===== src/rtl/spi_m0_pkg.sv =====
package spi_m0_pkg;
  typedef enum logic [2:0] {
    PH_IDLE,
    PH_LEAD,
    PH_LOW,
    PH_HIGH,
    PH_TAIL,
    PH_GAP0,
    PH_GAP1
  } phase_e;
endpackage


===== src/rtl/spi_m0_fifo.sv =====
module spi_m0_fifo #(
  parameter int W     = 16,
  parameter int DEPTH = 4
) (
  input  logic         clk,
  input  logic         rst_n,
  input  logic         in_valid,
  output logic         in_ready,
  input  logic [W-1:0] in_data,
  output logic         out_valid,
  input  logic         out_ready,
  output logic [W-1:0] out_data
);
  localparam int AW = $clog2(DEPTH);

  logic [W-1:0] mem [DEPTH];
  logic [AW:0]  wp, rp;
  logic         full, empty;

  assign empty     = (wp == rp);
  assign full      = (wp[AW] != rp[AW]) && (wp[AW-1:0] == rp[AW-1:0]);
  assign in_ready  = !full;
  assign out_valid = !empty;
  assign out_data  = mem[rp[AW-1:0]];

  always_ff @(posedge clk or negedge rst_n) begin
    if (!rst_n) begin
      wp <= '0;
      rp <= '0;
    end else begin
      if (in_valid && !full)    wp <= wp + (AW+1)'(1);
      if (out_ready && !empty)  rp <= rp + (AW+1)'(1);
    end
  end

  always_ff @(posedge clk) begin
    if (in_valid && !full) mem[wp[AW-1:0]] <= in_data;
  end
endmodule


===== src/rtl/spi_m0_halfclk.sv =====
module spi_m0_halfclk #(
  parameter int DW = 8
) (
  input  logic          clk,
  input  logic          rst_n,
  input  logic          run,
  input  logic [DW-1:0] div,
  output logic          tick
);
  logic [DW-1:0] cnt;
  logic [DW-1:0] limit;

  assign limit = (div == '0) ? DW'(1) : div;
  assign tick  = run && (cnt == limit);

  always_ff @(posedge clk or negedge rst_n) begin
    if (!rst_n)            cnt <= '0;
    else if (!run || tick) cnt <= '0;
    else                   cnt <= cnt + DW'(1);
  end
endmodule


===== src/rtl/spi_m0_engine.sv =====
module spi_m0_engine
  import spi_m0_pkg::*;
#(
  parameter int WMAX = 16,
  parameter int LW   = 4
) (
  input  logic            clk,
  input  logic            rst_n,
  input  logic            enable,
  input  logic [LW-1:0]   word_len,
  input  logic            tick,
  output logic            run,
  input  logic            tx_valid,
  input  logic [WMAX-1:0] tx_data,
  output logic            tx_pop,
  input  logic            miso,
  output logic            sclk,
  output logic            ssel_n,
  output logic            mosi,
  output logic            rx_push,
  output logic [WMAX-1:0] rx_word,
  input  logic            rx_space,
  output logic            overrun
);
  localparam int CW = $clog2(WMAX + 1);

  phase_e          ph;
  logic [WMAX-1:0] sh_tx, sh_rx, aligned;
  logic [CW-1:0]   left, nbits;
  logic            start_ok;

  always_comb begin
    if (word_len < LW'(3)) nbits = CW'(4);
    else                   nbits = CW'(word_len) + CW'(1);
  end

  assign aligned  = tx_data << (CW'(WMAX) - nbits);
  assign start_ok = enable && tx_valid;
  assign run      = (ph != PH_IDLE);
  assign tx_pop   = start_ok && ((ph == PH_IDLE) || (ph == PH_GAP1 && tick));

  always_ff @(posedge clk or negedge rst_n) begin
    if (!rst_n) begin
      ph      <= PH_IDLE;
      sclk    <= 1'b0;
      ssel_n  <= 1'b1;
      mosi    <= 1'b0;
      sh_tx   <= '0;
      sh_rx   <= '0;
      left    <= '0;
      rx_push <= 1'b0;
      rx_word <= '0;
      overrun <= 1'b0;
    end else begin
      rx_push <= 1'b0;
      if (rx_push && !rx_space) overrun <= 1'b1;
      if (tx_pop) begin
        ssel_n <= 1'b0;
        mosi   <= 1'b0;
        sh_tx  <= aligned;
        sh_rx  <= '0;
        left   <= nbits;
        ph     <= PH_LEAD;
      end else if (tick) begin
        case (ph)
          PH_LEAD: begin
            mosi  <= sh_tx[WMAX-1];
            sh_tx <= {sh_tx[WMAX-2:0], 1'b0};
            ph    <= PH_LOW;
          end
          PH_LOW: begin
            sclk  <= 1'b1;
            sh_rx <= {sh_rx[WMAX-2:0], miso};
            left  <= left - CW'(1);
            ph    <= PH_HIGH;
          end
          PH_HIGH: begin
            sclk <= 1'b0;
            if (left == '0) begin
              rx_push <= 1'b1;
              rx_word <= sh_rx;
              ph      <= PH_TAIL;
            end else begin
              mosi  <= sh_tx[WMAX-1];
              sh_tx <= {sh_tx[WMAX-2:0], 1'b0};
              ph    <= PH_LOW;
            end
          end
          PH_TAIL: begin
            ssel_n <= 1'b1;
            mosi   <= 1'b0;
            ph     <= start_ok ? PH_GAP0 : PH_IDLE;
          end
          PH_GAP0: ph <= PH_GAP1;
          default: ph <= PH_IDLE;
        endcase
      end
    end
  end
endmodule


===== src/rtl/spi_m0_master.sv =====
module spi_m0_master #(
  parameter int WORD_MAX = 16,
  parameter int DIV_W    = 8,
  parameter int TX_DEPTH = 4,
  parameter int RX_DEPTH = 2,
  parameter int LEN_W    = $clog2(WORD_MAX)
) (
  input  logic                clk,
  input  logic                rst_n,
  input  logic                enable,
  input  logic                is_master,
  input  logic [DIV_W-1:0]    divider,
  input  logic [LEN_W-1:0]    word_len,
  input  logic                tx_valid,
  output logic                tx_ready,
  input  logic [WORD_MAX-1:0] tx_data,
  output logic                rx_valid,
  input  logic                rx_ready,
  output logic [WORD_MAX-1:0] rx_data,
  output logic                overrun,
  input  logic                miso,
  output logic                sclk,
  output logic                ssel_n,
  output logic                mosi,
  output logic                sclk_oe_n
);
  logic                q_valid, q_pop, run, tick, rx_push, rx_space;
  logic [WORD_MAX-1:0] q_data, rx_word;

  spi_m0_fifo #(.W(WORD_MAX), .DEPTH(TX_DEPTH)) u_txq (
    .clk(clk), .rst_n(rst_n),
    .in_valid(tx_valid), .in_ready(tx_ready), .in_data(tx_data),
    .out_valid(q_valid), .out_ready(q_pop), .out_data(q_data)
  );

  spi_m0_halfclk #(.DW(DIV_W)) u_div (
    .clk(clk), .rst_n(rst_n), .run(run), .div(divider), .tick(tick)
  );

  spi_m0_engine #(.WMAX(WORD_MAX), .LW(LEN_W)) u_eng (
    .clk(clk), .rst_n(rst_n), .enable(enable), .word_len(word_len),
    .tick(tick), .run(run),
    .tx_valid(q_valid), .tx_data(q_data), .tx_pop(q_pop),
    .miso(miso), .sclk(sclk), .ssel_n(ssel_n), .mosi(mosi),
    .rx_push(rx_push), .rx_word(rx_word), .rx_space(rx_space),
    .overrun(overrun)
  );

  spi_m0_fifo #(.W(WORD_MAX), .DEPTH(RX_DEPTH)) u_rxq (
    .clk(clk), .rst_n(rst_n),
    .in_valid(rx_push), .in_ready(rx_space), .in_data(rx_word),
    .out_valid(rx_valid), .out_ready(rx_ready), .out_data(rx_data)
  );

  always_ff @(posedge clk or negedge rst_n) begin
    if (!rst_n) sclk_oe_n <= 1'b1;
    else        sclk_oe_n <= !is_master;
  end
endmodule


===== config.mk =====
export PLATFORM = sky130hd
export DESIGN_NAME = spi_m0_master
export DESIGN_NICKNAME = d
export VERILOG_FILES = /design/src/rtl/spi_m0_pkg.sv /design/src/rtl/spi_m0_fifo.sv /design/src/rtl/spi_m0_halfclk.sv /design/src/rtl/spi_m0_engine.sv /design/src/rtl/spi_m0_master.sv
export SDC_FILE = /design/constraint.sdc
export NUM_CORES = 1
export LEC_CHECK = 0
export BUFFER_PORTS_ARGS = -buffer_cell sky130_fd_sc_hd__buf_4
export CELL_PAD_IN_SITES_DETAIL_PLACEMENT = 0
export CELL_PAD_IN_SITES_GLOBAL_PLACEMENT = 1
export CORE_UTILIZATION = 53
export CTS_CLUSTER_DIAMETER = 80
export DETAILED_ROUTE_END_ITERATION = 10
export PLACE_DENSITY = 0.81
export SYNTH_ARGS = -nofsm -noshare
export SYNTH_HDL_FRONTEND = slang
export SYNTH_HIERARCHICAL = 1
export SYNTH_SLANG_ARGS = --single-unit
export TNS_END_PERCENT = 5

===== constraint.sdc =====
create_clock -name clk -period 5.67 [get_ports clk]
set_input_delay 0.2835 -clock clk [delete_from_list [all_inputs] [get_ports clk]]
set_output_delay 0.2835 -clock clk [all_outputs]
set_load 0.02 [all_outputs]

# After elaboration in Yosys (flattened, before gate mapping)
# Memory sizes are Yosys's and may differ from the RTL's.
# Cells that the tools add are included.
# W data, S select, Z words.
[totals]
register_bits = 80
ram_bits = 96
input_bits = 35
out_inout_bits = 23
wordCells = 112
memories = 2
[classes]
addsub = 8
n_lt_le_gt_ge = 1
n_eq_ne = 14
shifts = 1
muxes = 34
n_bitwise = 1
n_reduce_logical = 35
[mem_list]
columns = ["name", "words", "word_bits", "rd", "rd_ports_with_merged_regs", "wr", "line_no", "rtl"]
rows = [
  ["u_txq.mem", 4, 16, 1, 0, 1, "spi_m0_fifo.sv:16", "logic [W-1:0] mem [DEPTH];"],
  ["u_rxq.mem", 2, 16, 1, 0, 1, "spi_m0_fifo.sv:16", ""],
]
[ops]
columns = ["operator", "count"]
rows = [
  ["$mux W16", 6],
  ["$pmux W16 S2", 1],
  ["$mux W5", 4],
  ["$mux W8", 2],
  ["$shl A16 B5 Y16", 1],
  ["$pmux W3 S5", 1],
  ["$mux W1", 14],
  ["$mux W3", 4],
  ["$logic_and A1 B1 Y1", 11],
  ["$eq A3 B3 Y1 const B", 3],
  ["$reduce_and A3 Y1", 3],
  ["$add A8 B1 Y8 const B", 1],
  ["$eq A8 B8 Y1", 1],
  ["$logic_not A8 Y1", 1],
  ["$reduce_bool A2 Y1", 4],
  ["$add A3 B1 Y3 const B", 2],
  ["$eq A3 B2 Y1 const B", 2],
  ["$logic_not A1 Y1", 6],
  ["$reduce_bool A3 Y1", 2],
  ["$add A4 B1 Y5 const B", 1],
  ["$logic_not A5 Y1", 1],
  ["$sub A5 B1 Y5 const B", 1],
  ["$sub A5 B5 Y5 const A", 1],
  ["$add A2 B1 Y2 const B", 2],
  ["15 further kinds", 19],
]

# Depth between registers and ports, before layout
[depth]
ltp_word = 9
depth_mapped = 14
mapped_depth_nobuf = 11

# By module
# The synthesis kept the hierarchy.
[modules_own_cells]
columns = ["module", "instances", "cells_per_inst", "area_per_inst_um2", "seq_area_each_um2"]
rows = [
  ["spi_m0_engine", 1, 424, 3762.4, 1527.7],
  ["spi_m0_fifo (u_txq)", 1, 131, 2780.2, 2072.0],
  ["spi_m0_fifo (u_rxq)", 1, 77, 1407.6, 1061.0],
  ["spi_m0_halfclk", 1, 53, 515.5, 200.2],
  ["spi_m0_master", 1, 2, 30.0, 26.3],
]

# Worst setup path before layout
# OpenSTA, ideal clock, no wires.
[synth_timing]
path_type = "input -> register"
from = "input port word_len[0]"
to = "register u_eng.sh_tx[8]"
arrival_time_ns = 2.929
required_time_ns = 5.539
slack_ns = 2.610
path_stages = 11
cell_sequence = "ha_1 -> buf_6 -> or3_2 -> nand2_1 -> ha_1 -> buf_2 -> buf_1 -> mux2_2 -> mux4_2 -> mux2i_1 -> o211ai_1"
[synth_between]
elab_chain_len = 5
elab_cells_between_ends = 6
cone_classes = "2 x add/sub; 1 x order compare; 1 x shift; 2 x mux"
[synth_lines]
columns = ["item", "line_no", "rtl"]
rows = [
  ["start, declared", "spi_m0_master.sv:13", "input logic [LEN_W-1:0] word_len,"],
  ["$add A4 B1 Y5 or $lt A4 B2 Y1 (tied branches)", "spi_m0_engine.sv:34, spi_m0_engine.sv:33", ""],
  ["$mux W5 (*)", "spi_m0_engine.sv:33", "if (word_len < LW'(3)) nbits = CW'(4);"],
  ["$sub A5 B5 Y5 (*)", "spi_m0_engine.sv:37", "assign aligned = tx_data << (CW'(WMAX) - nbits);"],
  ["$shl A16 B5 Y16 (*)", "spi_m0_engine.sv:37", ""],
  ["$mux W16 (*)", "spi_m0_engine.sv:57", "if (tx_pop) begin"],
  ["end signal, assigned", "spi_m0_engine.sv:60", "sh_tx <= aligned;"],
  ["end signal, assigned", "spi_m0_engine.sv:68", "sh_tx <= {sh_tx[WMAX-2:0], 1'b0};"],
  ["end signal, assigned", "spi_m0_engine.sv:85", "sh_tx <= {sh_tx[WMAX-2:0], 1'b0};"],
  ["end, declared", "spi_m0_engine.sv:28", "logic [WMAX-1:0] sh_tx, sh_rx, aligned;"],
]
# Mark *: on every way between the ends. The rest lies on a longest branch, timed or not.
# A chain may end at the register's enable or synchronous reset.

# Worst setup path after layout
[layout_timing]
from = "register u_div.cnt[4]"
to = "register u_eng.sh_tx[15]"
[layout_between]
elab_chain_len = 7
elab_cells_between_ends = 10
cone_classes = "2 x eq/ne; 1 x mux; 7 x reduce/logical"
[layout_lines]
columns = ["item", "line_no", "rtl"]
rows = [
  ["start, declared", "spi_m0_halfclk.sv:10", "logic [DW-1:0] cnt;"],
  ["start signal, assigned", "spi_m0_halfclk.sv:19", "else cnt <= cnt + DW'(1);"],
  ["$eq A8 B8 Y1 (*)", "spi_m0_halfclk.sv:14", "assign tick = run && (cnt == limit);"],
  ["$logic_and A1 B1 Y1 (*)", "spi_m0_halfclk.sv:14", ""],
  ["net tick", "spi_m0_master.sv:27", "logic q_valid, q_pop, run, tick, rx_push, rx_space;"],
  ["$logic_and A1 B1 Y1 (*)", "spi_m0_engine.sv:40", "assign tx_pop = start_ok && ((ph == PH_IDLE) || (ph == PH_GAP1 && tick));"],
  ["$logic_or A1 B1 Y1 (*)", "spi_m0_engine.sv:40", ""],
  ["$logic_and A1 B1 Y1 (*)", "spi_m0_engine.sv:40", ""],
  ["net q_pop", "spi_m0_master.sv:27", ""],
  ["$ne A3 B3 Y1 (no source line), or another cell as far along", "-", ""],
  ["$reduce_and A3 Y1 (no source line)", "-", ""],
]
# The timed path passes the listed nets; every way through them passes the cells marked *.

==> impl_metrics.xml <==
<?xml version="1.0" encoding="UTF-8"?>
<metrics>
  <group name="global_routing">
    <metric name="overflow" unit="">0</metric>
    <metric name="grt_max_degree" unit="">81</metric>
    <metric name="first_pass_grt_wire_length" unit="µm">27860</metric>
    <metric name="first_global_vias" unit="">5622</metric>
    <metric name="antenna_violations_before_repair" unit="">0</metric>
    <metric name="gr-usage-all-layers" unit="%">22.08</metric>
  </group>
  <group name="worst_setup_path">
    <metric name="critical_path_peak_fanout" unit="">35</metric>
    <metric name="worst_ep_required_time" unit="ns">6.02</metric>
    <metric name="critical_path.startpoint_type" unit="">register</metric>
    <metric name="timing.critical_path.to_type" unit="">register</metric>
    <metric name="path_class" unit="">reg -&gt; reg</metric>
    <metric name="crit_arrival" unit="ns">4.30</metric>
  </group>
  <group name="synthesis">
    <metric name="netlist_top_cells_area" unit="">sky130_fd_sc_hd__edfxtp_1, sky130_fd_sc_hd__dfrtp_1, sky130_fd_sc_hd__mux4_2, sky130_fd_sc_hd__nand2_1, sky130_fd_sc_hd__mux2i_1</metric>
    <metric name="synth_top_family_by_area" unit="">multiplexers</metric>
    <metric name="yosys.area_share.adder" unit="%">1.473</metric>
    <metric name="synth_enable_flop_cells" unit="">96</metric>
    <metric name="yosys_most_used_dff" unit="">sky130_fd_sc_hd__edfxtp_1</metric>
    <metric name="synth_compound_gate_area_share" unit="%">7.938</metric>
    <metric name="yosys.area_share.simple" unit="%">13.21</metric>
    <metric name="async_flop_share" unit="%">45.45</metric>
    <metric name="synth_nets" unit="">732</metric>
    <metric name="synth.most_common_cell" unit="">sky130_fd_sc_hd__nand2_1</metric>
    <metric name="xor_xnor_share_of_the_synthesized_area" unit="%">2.842</metric>
    <metric name="mux_contribution_to_synthesized_area" unit="%">14.20</metric>
    <metric name="synthDistinctLibCells" unit="">72</metric>
    <metric name="synthesized_flop_and_latch_total" unit="">176</metric>
    <metric name="post_synth.cell_area_avg" unit="µm²">12.37</metric>
    <metric name="post_synth_instance_area" unit="µm²">8496</metric>
    <metric name="synth_cells" unit="">687</metric>
    <metric name="synth_sequential_area_ratio" unit="%">57.53</metric>
    <metric name="synth_top_cells_by_count" unit="">sky130_fd_sc_hd__nand2_1, sky130_fd_sc_hd__edfxtp_1, sky130_fd_sc_hd__dfrtp_1</metric>
    <metric name="synth.yosys.warnings" unit="">6</metric>
    <metric name="yosys.area.top_type_share" unit="%">33.93</metric>
    <metric name="post-synth-top-area-cell" unit="">sky130_fd_sc_hd__edfxtp_1</metric>
  </group>
  <group name="sta">
    <metric name="clock_skew" unit="ns">0.007706</metric>
    <metric name="fmaxAchievable" unit="GHz">0.2530</metric>
    <metric name="post-route-min-period" unit="ns">3.953</metric>
    <metric name="timing.max_slew.rel_slack" unit="%">18.61</metric>
    <metric name="hold_viol" unit="">0</metric>
    <metric name="final.hold.worst_slack" unit="ns">0.008437</metric>
    <metric name="finalSetupViolations" unit="">0</metric>
    <metric name="worst_pin_slew" unit="ns">1.216</metric>
    <metric name="post-route-period-util" unit="%">69.72</metric>
    <metric name="rsz_0062_raised_after_global_routing" unit="">false</metric>
    <metric name="drv_slew" unit="">0</metric>
    <metric name="tns" unit="ns">0</metric>
  </group>
  <group name="clock_tree">
    <metric name="cts.hold.buffers_added" unit="">1</metric>
    <metric name="cts-root-buf" unit="">sky130_fd_sc_hd__clkbuf_16</metric>
    <metric name="cts.repair_timing.setup_buffer_count" unit="">0</metric>
    <metric name="cts_htree_levels" unit="">4</metric>
    <metric name="tritoncts_num_sinks" unit="">176</metric>
    <metric name="cts_buffer_depth" unit="">2</metric>
    <metric name="clkTransAtPathRegs" unit="ns">0.07</metric>
    <metric name="cts_bufs_inserted" unit="">17</metric>
    <metric name="cts_resized" unit="">0</metric>
    <metric name="cts_tree" unit="">built</metric>
    <metric name="clock_insertion_delay_worst_skew" unit="ns">0.43</metric>
  </group>
  <group name="drt">
    <metric name="wl_per_instance" unit="µm">17.12</metric>
    <metric name="drc_errors" unit="">0</metric>
    <metric name="dr.pass1.iters" unit="">5</metric>
    <metric name="drt_first_iter_violations" unit="">469</metric>
    <metric name="ant_nets" unit="">0</metric>
    <metric name="wirelength" unit="µm">16440</metric>
    <metric name="dr_total_vias" unit="">5522</metric>
    <metric name="vias_per_cell" unit="">5.752</metric>
  </group>
  <group name="layout">
    <metric name="drive_above_1_share" unit="%">20.69</metric>
    <metric name="growth_of_design_area_from_synthesis_to_finish" unit="%">13.59</metric>
    <metric name="final_nets" unit="">781</metric>
    <metric name="insertedDiodeCount" unit="">0</metric>
  </group>
  <group name="place">
    <metric name="gp_congestion" unit="">0.9469</metric>
    <metric name="place.detailed.hpwl" unit="µm">11310</metric>
    <metric name="placement.io_buffers" unit="">57</metric>
  </group>
  <group name="floorplanning">
    <metric name="placement_rows" unit="">45</metric>
    <metric name="core_region_area" unit="µm²">15430</metric>
    <metric name="design.die.area" unit="µm²">16540</metric>
    <metric name="pin_count" unit="">58</metric>
    <metric name="die_h" unit="µm">128.6</metric>
    <metric name="die_w" unit="µm">128.6</metric>
    <metric name="initial_utilization" unit="%">55.07</metric>
  </group>
  <group name="power">
    <metric name="power_density_normalized_to_cell_area" unit="nW/µm²">419.1</metric>
    <metric name="max-vdd-ir-drop" unit="mV">0.3005</metric>
    <metric name="total_leakage_power" unit="µW">0.003815</metric>
  </group>
  <group name="status">
    <metric name="status" unit="">completed</metric>
  </group>
  <group name="hold_path">
    <metric name="timing.hold.worst.class" unit="">in -&gt; async</metric>
  </group>
  <group name="flow_run">
    <metric name="maxCapViolations" unit="">0</metric>
  </group>
</metrics>
cell usage in the layout, fill, tap and decap left out, types with 22 or more instances in the layout:
master,n
sky130_fd_sc_hd__mux4_2,23
sky130_fd_sc_hd__dfrtp_1,78
sky130_fd_sc_hd__edfxtp_1,96
sky130_fd_sc_hd__o21ai_0,25
sky130_fd_sc_hd__buf_4,62
sky130_fd_sc_hd__a21oi_1,22
sky130_fd_sc_hd__mux2i_1,26
sky130_fd_sc_hd__nand2_1,118
sky130_fd_sc_hd__nor2_1,29
sky130_fd_sc_hd__nand3_1,42
cells by family (layout without fill, tap and decap cells):
kind of cell	count (synthesis)	after routing
buffers and inverters	49	111
AND/OR/NAND/NOR	241	241
multiplexers	83	83
XOR/XNOR	25	25
adder cells (fa/ha/maj)	10	10
AO/OA/AOI/OAI	103	103
flip-flops	176	176
where the power goes:
| part | internal [µW] | total [µW] | switching (µW) |
|---|---|---|---|
| Combinational | 533 | 1160 | 628 |
| Sequential | 1570 | 1730 | 165 |
| Clock | 626 | 1150 | 527 |
per-layer routing:
layer | wire, µm | global-route usage [%] | up-vias | part of all wire [%]
li1 | - | - | 2649 | -
met1 | 7230 | 27.90 | 2739 | 44
met2 | 8430 | 37.71 | 117 | 51
met3 | 518 | 4.241 | 17 | 3.2
met4 | 256 | 8.720 | 0 | 1.6
met5 | 0 | 0 | - | 0
state kept, by name, summed over array words and instances, names as in the netlist:
signal	cells
u_eng/rx_word	16
u_eng/sclk	1
u_txq/wp	3
u_eng/sh_tx	16
u_rxq/rp	2
sclk_oe_n	1
u_eng/left	5
u_rxq/mem	32
u_eng/rx_push	1
u_rxq/wp	2
u_txq/mem	64
u_eng/ph	3
u_eng/mosi	1
u_div/cnt	8
u_eng/overrun	1
u_eng/ssel_n	1
u_eng/sh_rx	16
u_txq/rp	3
worst paths after layout:
path | start | to | slack (ns) | cells past startpoint
setup / recovery | u_div/cnt[4]$_DFF_PN0_ | u_eng/sh_tx[15]$_DFFE_PN0P_ | 1.72 | 12
hold / removal | rst_n | u_rxq/rp[1]$_DFFE_PN0P_ | 0.008 | 1
setup reg to reg | u_div/cnt[4]$_DFF_PN0_ | u_eng/sh_tx[15]$_DFFE_PN0P_ | 1.72 | 12
hold reg to reg | u_eng/overrun$_DFFE_PN0P_ | u_eng/overrun$_DFFE_PN0P_ | 0.46 | 1
max in group asynchronous | rst_n | u_eng/sh_tx[9]$_DFFE_PN0P_ | 4.98 | 1
min in group clk | tx_data[7] | u_txq/mem[0][7]$_DFFE_PP_ | 0.05 | 1
stage by stage:
step                      util [%]  total power, µW  setup WS [ns]  instances  instance area [µm²]
final                        62.55             4045          1.717        960                 9651
after global routing         62.55             4263          1.371        960                 9651
after CTS                    62.55             4074          1.730        960                 9651
after detailed placement     58.70             2916          1.770        927                 9056
after global placement       58.70             2881          1.769        927                 9056
after floorplan                  -             2608          2.610        687                 8496
worst max-delay path, stage by stage, from the launching register on:
cell                       delay [ns]
sky130_fd_sc_hd__dfrtp_1         0.43
sky130_fd_sc_hd__xnor2_1         0.17
sky130_fd_sc_hd__nand4_1         0.16
sky130_fd_sc_hd__nor2_1          0.41
sky130_fd_sc_hd__and3_1          0.33
sky130_fd_sc_hd__nand2_1         0.09
sky130_fd_sc_hd__a2111o_1        0.41
sky130_fd_sc_hd__buf_4           0.25
sky130_fd_sc_hd__inv_1           0.43
sky130_fd_sc_hd__o21ai_0         0.38
sky130_fd_sc_hd__nor2_1          0.38
sky130_fd_sc_hd__o311ai_0        0.23
sky130_fd_sc_hd__o211ai_1        0.20
cell type report:
cell class                 count  area [µm²]
clock inverter                15       158.9
clock buffer                  17       425.4
tap                          211       264.0
fill                        1224        5777
timing repair buffer          63       475.5
sequential                   176        4887
multi-input combinational    462        3374
inverter                      16       65.06
Power figures use the tool's default switching activity.
